===== src/rtl/periph_pwr_pkg.sv =====
package periph_pwr_pkg;

  typedef enum logic [1:0] {
    PS_ON  = 2'b00,
    PS_RET = 2'b01,
    PS_OFF = 2'b10,
    PS_XN  = 2'b11
  } pstate_e;

  localparam logic [1:0] BK_DOM  = 2'd0;
  localparam logic [1:0] BK_MEM  = 2'd1;
  localparam logic [1:0] BK_STAT = 2'd2;

endpackage


===== src/rtl/ppc_cfg_regs.sv =====
module ppc_cfg_regs
  import periph_pwr_pkg::*;
#(
  parameter int          NSLOT   = 8,
  parameter logic [7:0]  HAS_DOM = 8'h3F,
  parameter logic [7:0]  HAS_MEM = 8'h17,
  localparam int         SLOT_W  = $clog2(NSLOT),
  localparam int         ADDR_W  = SLOT_W + 2
) (
  input  logic              clk,
  input  logic              rst_n,
  input  logic              wr_en,
  input  logic [ADDR_W-1:0] wr_addr,
  input  logic              wr_bit,
  output logic [NSLOT-1:0]  dom_en,
  output logic [NSLOT-1:0]  mode_ret,
  output logic [NSLOT-1:0]  clr_inv
);

  logic [1:0]        wbank;
  logic [SLOT_W-1:0] wslot;

  assign wbank = wr_addr[ADDR_W-1:SLOT_W];
  assign wslot = wr_addr[SLOT_W-1:0];

  for (genvar g = 0; g < NSLOT; g++) begin : g_slot
    logic hit;
    assign hit        = wr_en && (wslot == SLOT_W'(g));
    assign clr_inv[g] = hit && (wbank == BK_STAT) && wr_bit;

    if (HAS_DOM[g]) begin : g_dom
      logic en_q, en_d, en_ce;
      assign en_ce = hit && (wbank == BK_DOM);
      always_comb begin
        en_d = en_q;
        if (en_ce) en_d = wr_bit;
      end
      always_ff @(posedge clk or negedge rst_n) begin
        if (!rst_n) en_q <= 1'b1;
        else        en_q <= en_d;
      end
      assign dom_en[g] = en_q;
    end else begin : g_nodom
      assign dom_en[g] = 1'b1;
    end

    if (HAS_MEM[g]) begin : g_mem
      logic md_q, md_d, md_ce;
      assign md_ce = hit && (wbank == BK_MEM);
      always_comb begin
        md_d = md_q;
        if (md_ce) md_d = wr_bit;
      end
      always_ff @(posedge clk or negedge rst_n) begin
        if (!rst_n) md_q <= 1'b1;
        else        md_q <= md_d;
      end
      assign mode_ret[g] = md_q;
    end else begin : g_nomem
      assign mode_ret[g] = 1'b1;
    end
  end

endmodule


===== src/rtl/ppc_dom_stat.sv =====
module ppc_dom_stat
  import periph_pwr_pkg::*;
#(
  parameter int NSLOT = 8
) (
  input  logic [NSLOT-1:0] dom_en,
  input  logic [NSLOT-1:0] dom_ack,
  output pstate_e          dstate [NSLOT]
);

  for (genvar g = 0; g < NSLOT; g++) begin : g_st
    always_comb begin
      if (dom_en[g] && dom_ack[g])        dstate[g] = PS_ON;
      else if (!dom_en[g] && !dom_ack[g]) dstate[g] = PS_OFF;
      else                                dstate[g] = PS_XN;
    end
  end

endmodule


===== src/rtl/ppc_mem_slot.sv =====
module ppc_mem_slot
  import periph_pwr_pkg::*;
#(
  parameter bit RET_OK       = 1'b0,
  parameter bit PD_OK        = 1'b0,
  parameter bit PD_NEED_DOFF = 1'b0
) (
  input  logic    clk,
  input  logic    rst_n,
  input  logic    deep_sleep,
  input  logic    ds_entry,
  input  logic    mode_ret,
  input  logic    dom_en,
  input  logic    mem_ack,
  input  logic    clr_inv,
  output logic    ret_req,
  output logic    off_req,
  output logic    blk,
  output pstate_e mstate,
  output logic    inv
);

  pstate_e tgt_q, tgt_d, pick;
  logic    ack_q;
  logic    inv_q, inv_d;

  always_comb begin
    pick = PS_ON;
    if (mode_ret) begin
      if (RET_OK) pick = PS_RET;
    end else if (PD_OK && (!PD_NEED_DOFF || !dom_en)) begin
      pick = PS_OFF;
    end
  end

  always_comb begin
    tgt_d = tgt_q;
    if (!deep_sleep)   tgt_d = PS_ON;
    else if (ds_entry) tgt_d = pick;
  end

  always_comb begin
    inv_d = inv_q;
    if (clr_inv) inv_d = 1'b0;
    if ((tgt_q == PS_OFF) && mem_ack) inv_d = 1'b1;
  end

  always_ff @(posedge clk or negedge rst_n) begin
    if (!rst_n) begin
      tgt_q <= PS_ON;
      ack_q <= 1'b0;
      inv_q <= 1'b0;
    end else begin
      tgt_q <= tgt_d;
      ack_q <= mem_ack;
      inv_q <= inv_d;
    end
  end

  assign ret_req = (tgt_q == PS_RET);
  assign off_req = (tgt_q == PS_OFF);
  assign blk     = (tgt_q != PS_ON) || mem_ack || ack_q;
  assign inv     = inv_q;

  always_comb begin
    if ((tgt_q == PS_ON) && !mem_ack)      mstate = PS_ON;
    else if ((tgt_q != PS_ON) && mem_ack)  mstate = tgt_q;
    else                                   mstate = PS_XN;
  end


  lowpwr_blocks_chk: assert property (@(posedge clk) disable iff (!rst_n)
    (ret_req || off_req) |-> blk);


  wake_hold_chk: assert property (@(posedge clk) disable iff (!rst_n)
    $fell(mem_ack) |-> blk);


  off_marks_inv_chk: assert property (@(posedge clk) disable iff (!rst_n)
    (off_req && mem_ack) |=> inv);


  mode_latched_chk: assert property (@(posedge clk) disable iff (!rst_n)
    ($past(deep_sleep) && $past(deep_sleep, 2)) |-> $stable({ret_req, off_req}));


  no_ret_wo_cap_chk: assert property (@(posedge clk) disable iff (!rst_n)
    !RET_OK |-> !ret_req);

endmodule


===== src/rtl/periph_pwr_ctrl.sv =====
module periph_pwr_ctrl
  import periph_pwr_pkg::*;
#(
  parameter int         NSLOT        = 8,
  parameter logic [7:0] HAS_DOM      = 8'b0011_1111,
  parameter logic [7:0] HAS_MEM      = 8'b0001_0111,
  parameter logic [7:0] RET_CAP      = 8'b0001_0000,
  parameter logic [7:0] PD_CAP       = 8'b0001_0101,
  parameter logic [7:0] PD_NEED_DOFF = 8'b0000_0100,
  parameter int         DATA_W       = 8,
  localparam int        SLOT_W       = $clog2(NSLOT),
  localparam int        ADDR_W       = SLOT_W + 2
) (
  input  logic              clk,
  input  logic              rst_n,
  input  logic              wr_en,
  input  logic [ADDR_W-1:0] wr_addr,
  input  logic [DATA_W-1:0] wr_data,
  input  logic              rd_en,
  input  logic [ADDR_W-1:0] rd_addr,
  output logic [DATA_W-1:0] rd_data,
  output logic              rd_valid,
  input  logic              sleep,
  input  logic              deep_sleep,
  input  logic              dbg_attached,
  input  logic [NSLOT-1:0]  dom_ack,
  input  logic [NSLOT-1:0]  mem_ack,
  output logic [NSLOT-1:0]  dom_req,
  output logic [NSLOT-1:0]  mem_ret,
  output logic [NSLOT-1:0]  mem_off,
  output logic [NSLOT-1:0]  mem_blk,
  output logic              ldo_lp_en
);

  logic [NSLOT-1:0] dom_en, mode_ret, clr_inv, inv;
  pstate_e          dstate [NSLOT];
  pstate_e          mstate [NSLOT];
  logic             ds_q, ds_entry;
  logic             unused_wr_hi;

  assign unused_wr_hi = ^wr_data[DATA_W-1:1];

  ppc_cfg_regs #(
    .NSLOT(NSLOT), .HAS_DOM(HAS_DOM), .HAS_MEM(HAS_MEM)
  ) u_regs (
    .clk(clk), .rst_n(rst_n), .wr_en(wr_en), .wr_addr(wr_addr),
    .wr_bit(wr_data[0]), .dom_en(dom_en), .mode_ret(mode_ret),
    .clr_inv(clr_inv)
  );

  ppc_dom_stat #(.NSLOT(NSLOT)) u_dstat (
    .dom_en(dom_en), .dom_ack(dom_ack), .dstate(dstate)
  );

  always_ff @(posedge clk or negedge rst_n) begin
    if (!rst_n) ds_q <= 1'b0;
    else        ds_q <= deep_sleep;
  end
  assign ds_entry = deep_sleep && !ds_q;

  for (genvar g = 0; g < NSLOT; g++) begin : g_mem
    ppc_mem_slot #(
      .RET_OK(RET_CAP[g]), .PD_OK(PD_CAP[g]), .PD_NEED_DOFF(PD_NEED_DOFF[g])
    ) u_slot (
      .clk(clk), .rst_n(rst_n), .deep_sleep(deep_sleep), .ds_entry(ds_entry),
      .mode_ret(mode_ret[g]), .dom_en(dom_en[g]), .mem_ack(mem_ack[g]),
      .clr_inv(clr_inv[g]), .ret_req(mem_ret[g]), .off_req(mem_off[g]),
      .blk(mem_blk[g]), .mstate(mstate[g]), .inv(inv[g])
    );
  end

  assign dom_req   = dom_en;
  assign ldo_lp_en = (sleep || deep_sleep) && !dbg_attached;

  logic [1:0]        rbank;
  logic [SLOT_W-1:0] rslot;
  logic [DATA_W-1:0] rd_d;
  logic              rv_d;

  assign rbank = rd_addr[ADDR_W-1:SLOT_W];
  assign rslot = rd_addr[SLOT_W-1:0];

  always_comb begin
    rd_d = '0;
    case (rbank)
      BK_DOM:  rd_d[0]   = dom_en[rslot];
      BK_MEM:  rd_d[0]   = mode_ret[rslot];
      BK_STAT: rd_d[4:0] = {inv[rslot], mstate[rslot], dstate[rslot]};
      default: rd_d      = '0;
    endcase
    rv_d = rd_en;
  end

  always_ff @(posedge clk or negedge rst_n) begin
    if (!rst_n) begin
      rd_data  <= '0;
      rd_valid <= 1'b0;
    end else begin
      rd_valid <= rv_d;
      if (rd_en) rd_data <= rd_d;
    end
  end


  rd_valid_follows_chk: assert property (@(posedge clk) disable iff (!rst_n)
    rd_en |=> rd_valid);

endmodule


===== config.mk =====
export PLATFORM = sky130hd
export DESIGN_NAME = periph_pwr_ctrl
export DESIGN_NICKNAME = d
export VERILOG_FILES = /design/src/rtl/periph_pwr_pkg.sv /design/src/rtl/ppc_cfg_regs.sv /design/src/rtl/ppc_dom_stat.sv /design/src/rtl/ppc_mem_slot.sv /design/src/rtl/periph_pwr_ctrl.sv
export SDC_FILE = /design/constraint.sdc
export NUM_CORES = 1
export LEC_CHECK = 0
export BUFFER_PORTS_ARGS = -buffer_cell sky130_fd_sc_hd__buf_2
export CORE_MARGIN = 5
export CORE_UTILIZATION = 50
export CTS_BUF_LIST = sky130_fd_sc_hd__clkbuf_8
export DETAILED_ROUTE_END_ITERATION = 8
export HOLD_SLACK_MARGIN = 0.08
export PLACE_DENSITY = 0.82
export SYNTH_ARGS = -nofsm -noshare
export SYNTH_HDL_FRONTEND = slang
export SYNTH_SLANG_ARGS = --single-unit

===== constraint.sdc =====
create_clock -name clk -period 2.4 [get_ports clk]
set_clock_uncertainty 0.2 [all_clocks]
set_input_delay 0.12 -clock clk [delete_from_list [all_inputs] [get_ports clk]]
set_output_delay 0.12 -clock clk [all_outputs]
set_load 0.01 [all_outputs]

==> impl_metrics.tcl, run 1 <==
set metrics [dict create \
    min_to "g_mem[2].u_slot.inv" \
    globalRouteTotalUtil_pct 16.81 \
    clock_latency_ps 280 \
    clockRootBuffer "clkbuf_8" \
    yosysUniqueCellTypes 38 \
    cp-end-kind "flop" \
    regArea_sq_um 813.3 \
    r2r_end "rd_data[0]" \
    dp_hpwl_um 3281 \
    cts_tree "built" \
    std_cell_rows 23 \
    multiInputGateArea_sq_mm 0.001010 \
    syn2layout_area_growth_pct 20.10 \
    period_share_pct 85.66 \
    tightest_slew_ps 706.7 \
    finalSetupViolations 0 \
    setup_tns_ps 0 \
    crit_path_cell_trace "dlygate4sd3_1 > buf_2 > nor3b_1 > nand3_1 > mux2_2 > dlygate4sd3_1" \
    avgViaCountPerCell 4.978 \
    power_density_mw_per_mm2 566.4 \
    cts_setup_buffers 0 \
    diodes 0 \
    critical-path-top-delay-family "buffers and inverters" \
    cp-startpoint "wr_addr[2]" \
    drv_slew 0 \
    avgSynthCellArea_sq_um 10.29 \
    final_util_pct 62.55 \
    grt_max_degree 33 \
    core-area_sq_mm 0.004029 \
    yosys_warnings 0 \
    die_w_um 74.78 \
    fill_cells 352 \
    hold_start "wr_data[0]" \
    grt_remaining_overflow 0 \
    peakVddDrop_uv 422.7 \
    synth_edf_count 0 \
    slowest_stage "dlygate4sd3_1" \
    drive_gt1_share_pct 34.96 \
    r2r_slack_ps 390 \
    maxCapViolations 0 \
    clockBufferDepth 2 \
    grt_pass1_vias 1619 \
    finalHoldViolations 0 \
    slew_headroom_pct 52.89 \
    place_area_sq_mm 0.002210 \
    period_minus_slack_ps 2056 \
    io_buffer_count 58 \
    critPathMaxStageDelay_ps 550 \
    start_util_pct 52.08 \
    reg2reg_from "u_regs.g_slot[1].g_dom.en_q" \
    worst_ep_required_time_ps 2410 \
    path_clk_slew_ps 60 \
    fin_nets 318 \
    max_clock_freq_mhz 486.4 \
    netlist_instances 204 \
    synth_ff_type "dfrtp_1" \
    cts.repair.resized 0 \
    cp.arrival_ps 2070 \
    h-tree-depth 2 \
    ys_seq_elements 32 \
    die_area_sq_mm 0.005592 \
    finalWirelength_um 4349 \
    leakagePower_nw 1.220 \
    async_flop_share_pct 100.0 \
    worstPathMaxFanout 4 \
    ant_nets 0 \
    seq_area_frac_synth_pct 38.76 \
    cts_sinks 32 \
    syn_area_sq_mm 0.002098 \
    cts-buffers-inserted 5 \
    routabilityCongestion 0.8325 \
    dr.pass1.iters 4 \
    ios 83 \
    status "completed" \
    startpoint_type "input port" \
    min_path_type "input port to flop" \
    antenna_found_initial 0 \
    grt_pass1_wl_um 7196 \
    crit_path_frequent_cell "dlygate4sd3_1" \
    drc 0 \
    die_height_um 74.78 \
    drtIter0Drc 56 \
    wl_per_cell_um 13.76 \
    final_cell_area_sq_mm 0.002520 \
    reg2reg_depth 5 \
    rsz0062_at_grt "no" \
    cp_num_buf_inv 3 \
    vias 1573 \
    hold_depth 5 \
    crit_type "input port to flop" \
]
-- power by group --
part / switching, W / total, W / internal (W) / leakage [nW]
clock network: 0.000190 / 0.000415 / 0.000225 / 0.0538
registers: 0.0000487 / 0.000671 / 0.000623 / 0.367
logic: 0.000162 / 0.000341 / 0.000179 / 0.799
total: 0.000401 / 0.00143 / 0.00103 / 1.22
-- tightest hold or removal path: cells and delay by family --
kind	cells	cell delay [ps]
AOI/OAI and AO/OA	1	100
buffers and inverters	1	100
and+or+nand+nor	3	170
-- per-layer routing --
metal / track usage, % / wire length [um] / part of all wire [%] / up-vias
met1: 20.09 / 1766 / 41 / 738
met4: 3.953 / 45 / 1.0 / 0
met5: 0 / 0 / 0 / -
li1: - / - / - / 779
met2: 29.27 / 2197 / 51 / 50
met3: 5.741 / 339 / 7.8 / 6
-- cell usage in the layout, fill, tap and decap left out, types with 9 or more instances in the layout --
cell type,synthesis,layout
conb_1,2,17
inv_1,9,11
nor2b_1,9,9
dlygate4sd3_1,0,22
nand2_1,17,17
dfrtp_1,22,22
dfstp_2,10,10
nor2_1,11,11
mux2_2,11,11
buf_2,4,58
ha_1,12,12
-- cells in the mapped netlist, types with 2 or more instances --
master	number	area [sq um]
and2_1	2	12.51
nor3_1	3	15.01
buf_4	35	262.8
or2_2	6	37.54
mux2_2	11	123.9
o21ai_0	6	30.03
a211oi_1	2	15.01
or4_1	3	22.52
nand2_1	17	63.81
conb_1	2	7.510
nor3b_1	2	15.01
inv_1	9	33.78
mux4_2	2	45.04
buf_2	4	20.02
a21o_1	2	15.01
dfrtp_1	22	550.5
o2bb2ai_1	2	17.52
dfstp_2	10	262.8
a32o_1	2	20.02
a21oi_1	5	25.02
nor2_1	11	41.29
nand3_1	3	15.01
mux4_1	3	78.83
nor2b_1	9	56.30
xor2_1	2	17.52
nand2b_1	2	12.51
ha_1	12	150.1
mux2i_1	5	50.05
-- layout make-up --
cell class | count | share of cell area (%)
multi-input combinational | 137 | 40.07
sequential | 32 | 32.27
timing repair buffer | 80 | 20.26
clock buffer | 6 | 3.277
tap | 50 | 2.483
inverter | 9 | 1.341
clock inverter | 2 | 0.2979
-- how the worst max path moves through the flow --
stage | end | slack (ps) | depth (start not counted)
4_1_cts | g_mem[4].u_slot.inv | 120 | 8
3_5_place_dp | rd_data[0] | 390 | 5
5_1_grt | u_regs.g_slot[1].g_dom.en_q | 240 | 6
2_1_floorplan | rd_data[0] | 470 | 5
6_report | u_regs.g_slot[1].g_dom.en_q | 340 | 6
3_3_place_gp | rd_data[0] | 410 | 5
-- metrics by stage --
step | hold WS (ps) | instances | power [W] | setup WS, ps
after floorplan | -375.6 | 219 | 0.0009272 | 471.1
after global placement | 3.444 | 286 | 0.0009788 | 413.7
after detailed placement | 16.69 | 286 | 0.0009951 | 388.5
after CTS | 88.19 | 317 | 0.001448 | 121.4
after global routing | 132.5 | 316 | 0.001521 | 238.0
final | 59.93 | 316 | 0.001427 | 344.1
-- state kept, by name (all words and copies together), names as in the netlist --
name	count
ds_q	1
g_mem.u_slot.ack_q	8
g_mem.u_slot.inv	3
g_mem.u_slot.tgt_q	4
rd_data	5
rd_valid	1
u_regs.g_slot.g_dom.en_q	6
u_regs.g_slot.g_mem.md_q	4
-- logic make-up (layout without fill, tap and decap cells) --
family	after synthesis	count (layout)	share of synthesized area [%]
AOI/OAI and AO/OA	25	25	8.348
adders and majority gates	12	12	7.155
xor gates and xnor gates	2	2	0.8350
muxes	21	21	14.19
buffers and inverters	50	97	15.80
and+or+nand+nor	60	60	14.55
DFF	32	32	38.76
other	2	17	0.3579
-- timing repair --
item                                    CTS  global route
endpoints found under the hold margin    54             0
endpoints found under the setup margin    0             1
hold buffers                             23             0
No activity file was read; power rests on OpenSTA's default activity.
==> run 2: changes to the inputs <==
- PLACE_DENSITY: 0.82 -> 0.89
==> run 2 against run 1 <==
Against the previous run:
- register-to-register slack barely moved
- hold slack improved by 5.5 ps
- cell count rose by 0.32%
- count of clock-buffer cells in the layout decreased by 1
- flip-flop and latch count did not move
- setup slack lost 33 ps
- die area is the same
- global-route usage grew 0.97 points
- critical endpoint is now g_mem[4].u_slot.inv
- largest cell class unchanged
==> impl_metrics.tcl, run 2 (synthesized netlist as in run 1, its figures left out) <==
set metrics [dict create \
    peakVddDrop_uv 414.9 \
    worstPathMaxFanout 3 \
    path_clk_slew_ps 70 \
    wl_per_cell_um 14.20 \
    critPathMaxStageDelay_ps 590 \
    die_area_sq_mm 0.005592 \
    largest_reg_flops 8 \
    grt_pass1_vias 1699 \
    reg2reg_depth 5 \
    period_share_pct 87.04 \
    period_minus_slack_ps 2089 \
    io_buffer_count 58 \
    finalWirelength_um 4500 \
    status "completed" \
    finalPower_w 0.001520 \
    min_to "g_mem[2].u_slot.inv" \
    h-tree-depth 2 \
    min_path_type "input port to flop" \
    dr.pass1.iters 4 \
    regMostFlops "g_mem.u_slot.ack_q" \
    mostFrequentLayoutCell "buf_2" \
    worst_ep_required_time_ps 2370 \
    slew_headroom_pct 52.79 \
    final_util_pct 63.32 \
    final_cell_mix "buf_2 (58), dlygate4sd3_1 (23), dfrtp_1 (22)" \
    rsz0062_at_grt "no" \
    placed_cells 286 \
    globalRouteTotalUtil_pct 17.78 \
    ios 83 \
    clockBufferDepth 2 \
    cts_sinks 32 \
    clock_latency_ps 280 \
    cts_tree "built" \
    fin_nets 319 \
    drc 0 \
    finalHoldViolations 0 \
    maxCapViolations 0 \
    ant_nets 0 \
    leakagePower_nw 1.228 \
    dp_hpwl_um 3377 \
    syn2layout_area_growth_pct 21.59 \
    grt_max_degree 33 \
    reg_top3 "g_mem.u_slot.ack_q x8, u_regs.g_slot.g_dom.en_q x6, rd_data x5" \
    setup_tns_ps 0 \
    max_clock_freq_mhz 478.7 \
    r2r_end "rd_data[0]" \
    tightest_slew_ps 708.1 \
    grt_remaining_overflow 0 \
    fin_cells 317 \
    avgViaCountPerCell 5.038 \
    startpoint_type "input port" \
    crit_type "input port to flop" \
    crit_path_cell_trace "dlygate4sd3_1 > buf_2 > nand3b_1 > nor2_1 > nand2_1 > dlygate4sd3_1 > a22o_1" \
    antenna_found_initial 0 \
    hold_start "wr_data[0]" \
    drtIter0Drc 51 \
    core-area_sq_mm 0.004029 \
    std_cell_rows 23 \
    routabilityCongestion 0.7965 \
    slowest_stage "dlygate4sd3_1" \
    final_cell_area_sq_mm 0.002551 \
    grt_pass1_wl_um 7486 \
    clockRootBuffer "clkbuf_8" \
    power_density_mw_per_mm2 595.9 \
    start_util_pct 52.08 \
    reg2reg_from "u_regs.g_slot[2].g_dom.en_q" \
    die_height_um 74.78 \
    diodes 0 \
    r2r_slack_ps 400 \
    cp-end-kind "flop" \
    vias 1597 \
    hold_depth 5 \
    fill_cells 343 \
    finalSetupViolations 0 \
    cts-buffers-inserted 5 \
    cp.arrival_ps 2060 \
    die_w_um 74.78 \
    crit_path_frequent_cell "dlygate4sd3_1" \
    drv_slew 0 \
    place_area_sq_mm 0.002210 \
    drive_gt1_share_pct 35.58 \
]
[run 2: cell types whose count changed in the layout (fill, tap and decap cells not counted)]
cell / previous run / this run
clkinv_2: 0 / 1
inv_1: 11 / 9
dlygate4sd3_1: 22 / 23
bufinv_16: 0 / 1
clkinvlp_4: 0 / 1
clkbuf_8: 6 / 5
[run 2: critical path: cells and delay by family]
kind            cells  cell delay (ps)
buf+inv             3             1260
compound gates      1              180
simple gates        3              510
[run 2: worst max path at each step]
stage	from	end	slack, ps	depth (start not counted)
after global placement	u_regs.g_slot[2].g_dom.en_q	rd_data[0]	420	5
after global routing	wr_addr[1]	g_mem[4].u_slot.inv	260	7
after detailed placement	u_regs.g_slot[2].g_dom.en_q	rd_data[0]	390	5
after floorplan	u_regs.g_slot[2].g_dom.en_q	rd_data[0]	470	5
final	wr_addr[1]	g_mem[4].u_slot.inv	310	7
after CTS	wr_addr[4]	g_mem[4].u_slot.inv	120	8
[run 2: through the flow]
stage          hold WS [ps]  setup slack [ps]
2_1_floorplan        -375.6             471.1
3_3_place_gp          4.175             415.1
3_5_place_dp          8.351             387.1
4_1_cts               122.3             119.3
5_1_grt               98.38             258.0
6_report              65.42             311.1
[run 2: power by group]
part / internal, W / switching (W)
combinational: 0.000176 / 0.000162
sequential: 0.000623 / 0.0000515
clock: 0.000307 / 0.000201
[run 2: final cells by class]
type	count	area (sq um)	area share, %
multi-input combinational	137	1010	39.58
sequential	32	813.3	31.88
timing repair buffer	81	520.5	20.40
clock buffer	5	68.82	2.697
tap	50	62.56	2.452
clock inverter	3	42.54	1.667
inverter	9	33.78	1.324
[run 2: timing repair]
| action | CTS | global route |
|---|---|---|
| hold buffers | 24 | 0 |
| gates resized for setup | 0 | 0 |
| endpoints found under the setup margin | 0 | 1 |
| buffers inserted | 0 | 0 |
| endpoints found under the hold margin | 54 | 0 |
[run 2: layer usage]
| metal | vias to the layer above | wire, um | track usage [%] |
|---|---|---|---|
| li1 | 778 | - | - |
| met1 | 762 | 1781 | 19.37 |
| met2 | 50 | 2415 | 33.95 |
| met3 | 7 | 249 | 3.738 |
| met4 | 0 | 54 | 5.929 |
| met5 | - | 0 | 0 |
==> run 3: changes to the inputs <==
- ABC_AREA: not set -> 1
- PLACE_DENSITY: 0.89 -> 0.88
==> run 3 against run 2 <==
Against the previous run:
- flip-flop and latch count did not move
- first-iteration DRC count is 94% higher
- power decreased by 4.7%
- count of clock-buffer cells in the layout up 1
- via count up 18%
- critical path type unchanged
- largest cell class unchanged
- largest power group unchanged
==> impl_metrics.tcl, run 3 <==
set metrics [dict create \
    wl_per_cell_um 11.68 \
    globalRouteTotalUtil_pct 17.52 \
    crit_path_frequent_cell "dlygate4sd3_1" \
    final_util_pct 61.56 \
    drv_slew 0 \
    netlist_instances 286 \
    final_cell_area_sq_mm 0.002625 \
    ys_seq_elements 32 \
    die_area_sq_mm 0.005742 \
    reg2reg_from "u_regs.g_slot[2].g_dom.en_q" \
    cp_num_buf_inv 3 \
    critPathMaxStageDelay_ps 560 \
    synth.most_common_cell "nand2_1" \
    yosysUniqueCellTypes 28 \
    drtIter0Drc 99 \
    dr.pass1.iters 4 \
    startpoint_type "input port" \
    io_buffer_count 58 \
    r2r_slack_ps 730 \
    antenna_found_initial 0 \
    grt_max_degree 33 \
    ios 83 \
    crit_type "input port to flop" \
    routabilityCongestion 0.8413 \
    r2r_end "rd_data[0]" \
    fin_nets 406 \
    cts-buffers-inserted 5 \
    min_path_type "input port to flop" \
    regMostFlops "g_mem.u_slot.ack_q" \
    die_w_um 75.78 \
    synth_top_cell_area_share_pct 25.45 \
    place_area_sq_mm 0.002282 \
    drive_gt1_share_pct 24.58 \
    finalSetupViolations 0 \
    max_clock_freq_mhz 492.1 \
    cp.arrival_ps 2040 \
    slowest_stage "dlygate4sd3_1" \
    setup_tns_ps 0 \
    dp_hpwl_um 3614 \
    h-tree-depth 2 \
    reg_top3 "g_mem.u_slot.ack_q x8, u_regs.g_slot.g_dom.en_q x6, rd_data x5" \
    avgViaCountPerCell 4.655 \
    final_cell_mix "nand2_1 (77), buf_2 (58), inv_1 (41)" \
    std_cell_rows 24 \
    hold_start "rd_addr[4]" \
    leakagePower_nw 1.439 \
    async_flop_share_pct 100.0 \
    die_height_um 75.78 \
    status "completed" \
    maxCapViolations 0 \
    synth_top_area_cell "dfrtp_1" \
    finalHoldViolations 0 \
    power_density_mw_per_mm2 552.1 \
    ant_nets 0 \
    dp_slack_ps 752.2 \
    yosys_warnings 0 \
    clockRootBuffer "clkbuf_8" \
    period_share_pct 84.66 \
    cts_tree "built" \
    core-area_sq_mm 0.004264 \
    ys_top_cells_by_area "dfrtp_1 (25%), nand2_1 (13%), buf_4 (12%), dfstp_2 (12%), ha_1 (6.9%)" \
    cp-end-kind "flop" \
    rsz0062_at_grt "no" \
    tightest_slew_ps 710.3 \
    grt_pass1_vias 1805 \
    start_util_pct 50.73 \
    diodes 0 \
    slew_headroom_pct 52.65 \
    cts_sinks 32 \
    yosys-top-cells-count "nand2_1 (77), inv_1 (39), buf_4 (36)" \
    grt_pass1_wl_um 7562 \
    hold_depth 7 \
    worst_ep_required_time_ps 2410 \
    finalWirelength_um 4742 \
    clock_latency_ps 280 \
    drc 0 \
    critical-path-top-delay-family "buffers and inverters" \
    fin_ws_ps 368.1 \
    synth_edf_count 0 \
    path_clk_slew_ps 60 \
    avgSynthCellArea_sq_um 7.564 \
    grt_remaining_overflow 0 \
    crit_path_cell_trace "dlygate4sd3_1 > buf_2 > or2_2 > nor2_1 > nand2_1 > dlygate4sd3_1 > o21ai_0" \
    syn_area_sq_mm 0.002163 \
    synth_ff_type "dfrtp_1" \
    worstPathMaxFanout 4 \
    seq_area_frac_synth_pct 37.59 \
    fin_cells 406 \
    peakVddDrop_uv 323.2 \
    reg2reg_depth 11 \
    clockBufferDepth 2 \
    placed_cells 373 \
    mostFrequentLayoutCell "nand2_1" \
    min_to "rd_data[0]" \
    largest_reg_flops 8 \
    syn2layout_area_growth_pct 21.34 \
    period_minus_slack_ps 2032 \
    cts_setup_buffers 0 \
    vias 1890 \
]
run 3: cell count changes after synthesis, sizes merged, moves of 7 or more:
| cell | previous run | this run |
|---|---|---|
| nor2b | 9 | 0 |
| nand3 | 3 | 14 |
| nor2 | 11 | 18 |
| mux2 | 11 | 0 |
| o21ai | 6 | 16 |
| nand2 | 17 | 77 |
| inv | 9 | 41 |
run 3: cell type report:
cell class / count / area (sq um)
clock buffer: 6 / 82.58
clock inverter: 2 / 7.507
fill: 394 / 1639
inverter: 41 / 153.9
multi-input combinational: 190 / 959.7
sequential: 32 / 813.3
tap: 52 / 65.06
timing repair buffer: 83 / 543.0
run 3: timing repair:
item,4_1_cts,5_1_grt
setup endpoints to repair,0,2
resized for setup,0,2
endpoints found under the hold margin,54,0
hold buffers,26,0
run 3: through the flow:
stage          hold slack, ps  total power [W]
2_1_floorplan          -375.6        0.0009428
3_3_place_gp           -6.800         0.001003
3_5_place_dp            15.07         0.001016
4_1_cts                 89.34         0.001467
5_1_grt                 158.2         0.001550
6_report                112.7         0.001449
run 3: worst max-delay path by stage:
stage | end | slack (ps) | cells after the start | start
floorplan | rd_data[0] | 890 | 11 | u_regs.g_slot[2].g_dom.en_q
global placement | rd_data[0] | 760 | 11 | u_regs.g_slot[2].g_dom.en_q
detailed placement | rd_data[0] | 750 | 11 | u_regs.g_slot[2].g_dom.en_q
CTS | u_regs.g_slot[0].g_dom.en_q | 70 | 7 | wr_addr[3]
global route | u_regs.g_slot[0].g_dom.en_q | 250 | 7 | wr_addr[0]
finish | u_regs.g_slot[0].g_dom.en_q | 370 | 7 | wr_addr[0]
run 3: kinds of logic after synthesis:
| logic type | synth area share, % |
|---|---|
| simple gates | 25.04 |
| buf+inv | 20.65 |
| fa+ha+maj | 6.940 |
| other cells | 0.3472 |
| compound gates | 9.428 |
| flops | 37.59 |
run 3: layer usage:
| metal | share of wire [%] | wire length (um) | global-route usage (%) | vias up |
|---|---|---|---|---|
| met1 | 41 | 1963 | 19.59 | 860 |
| met5 | 0 | 0 | 0 | - |
| met4 | 1.2 | 58 | 6.990 | 0 |
| met3 | 5.5 | 261 | 3.166 | 5 |
| li1 | - | - | - | 980 |
| met2 | 52 | 2459 | 32.41 | 45 |
run 3: power by group:
group	leakage (nW)	internal (W)	total (W)	switching, W
Clock	0.0538	0.000225	0.000415	0.000190
Combinational	1.02	0.000157	0.000364	0.000208
Sequential	0.367	0.000623	0.000670	0.0000463
Total	1.44	0.00100	0.00145	0.000444
run 3: worst register-to-register path, cell delays in order, from the launching register on:
cell and delay [ps]:
dfstp_2 590, ha_1 240, inv_1 50, nand2_1 50, nand3_1 70, nand2_1 60, nand2_1 50, nand2_1 60
nand2_1 50, nand2_1 50, nand2_1 60, nand2_1 40
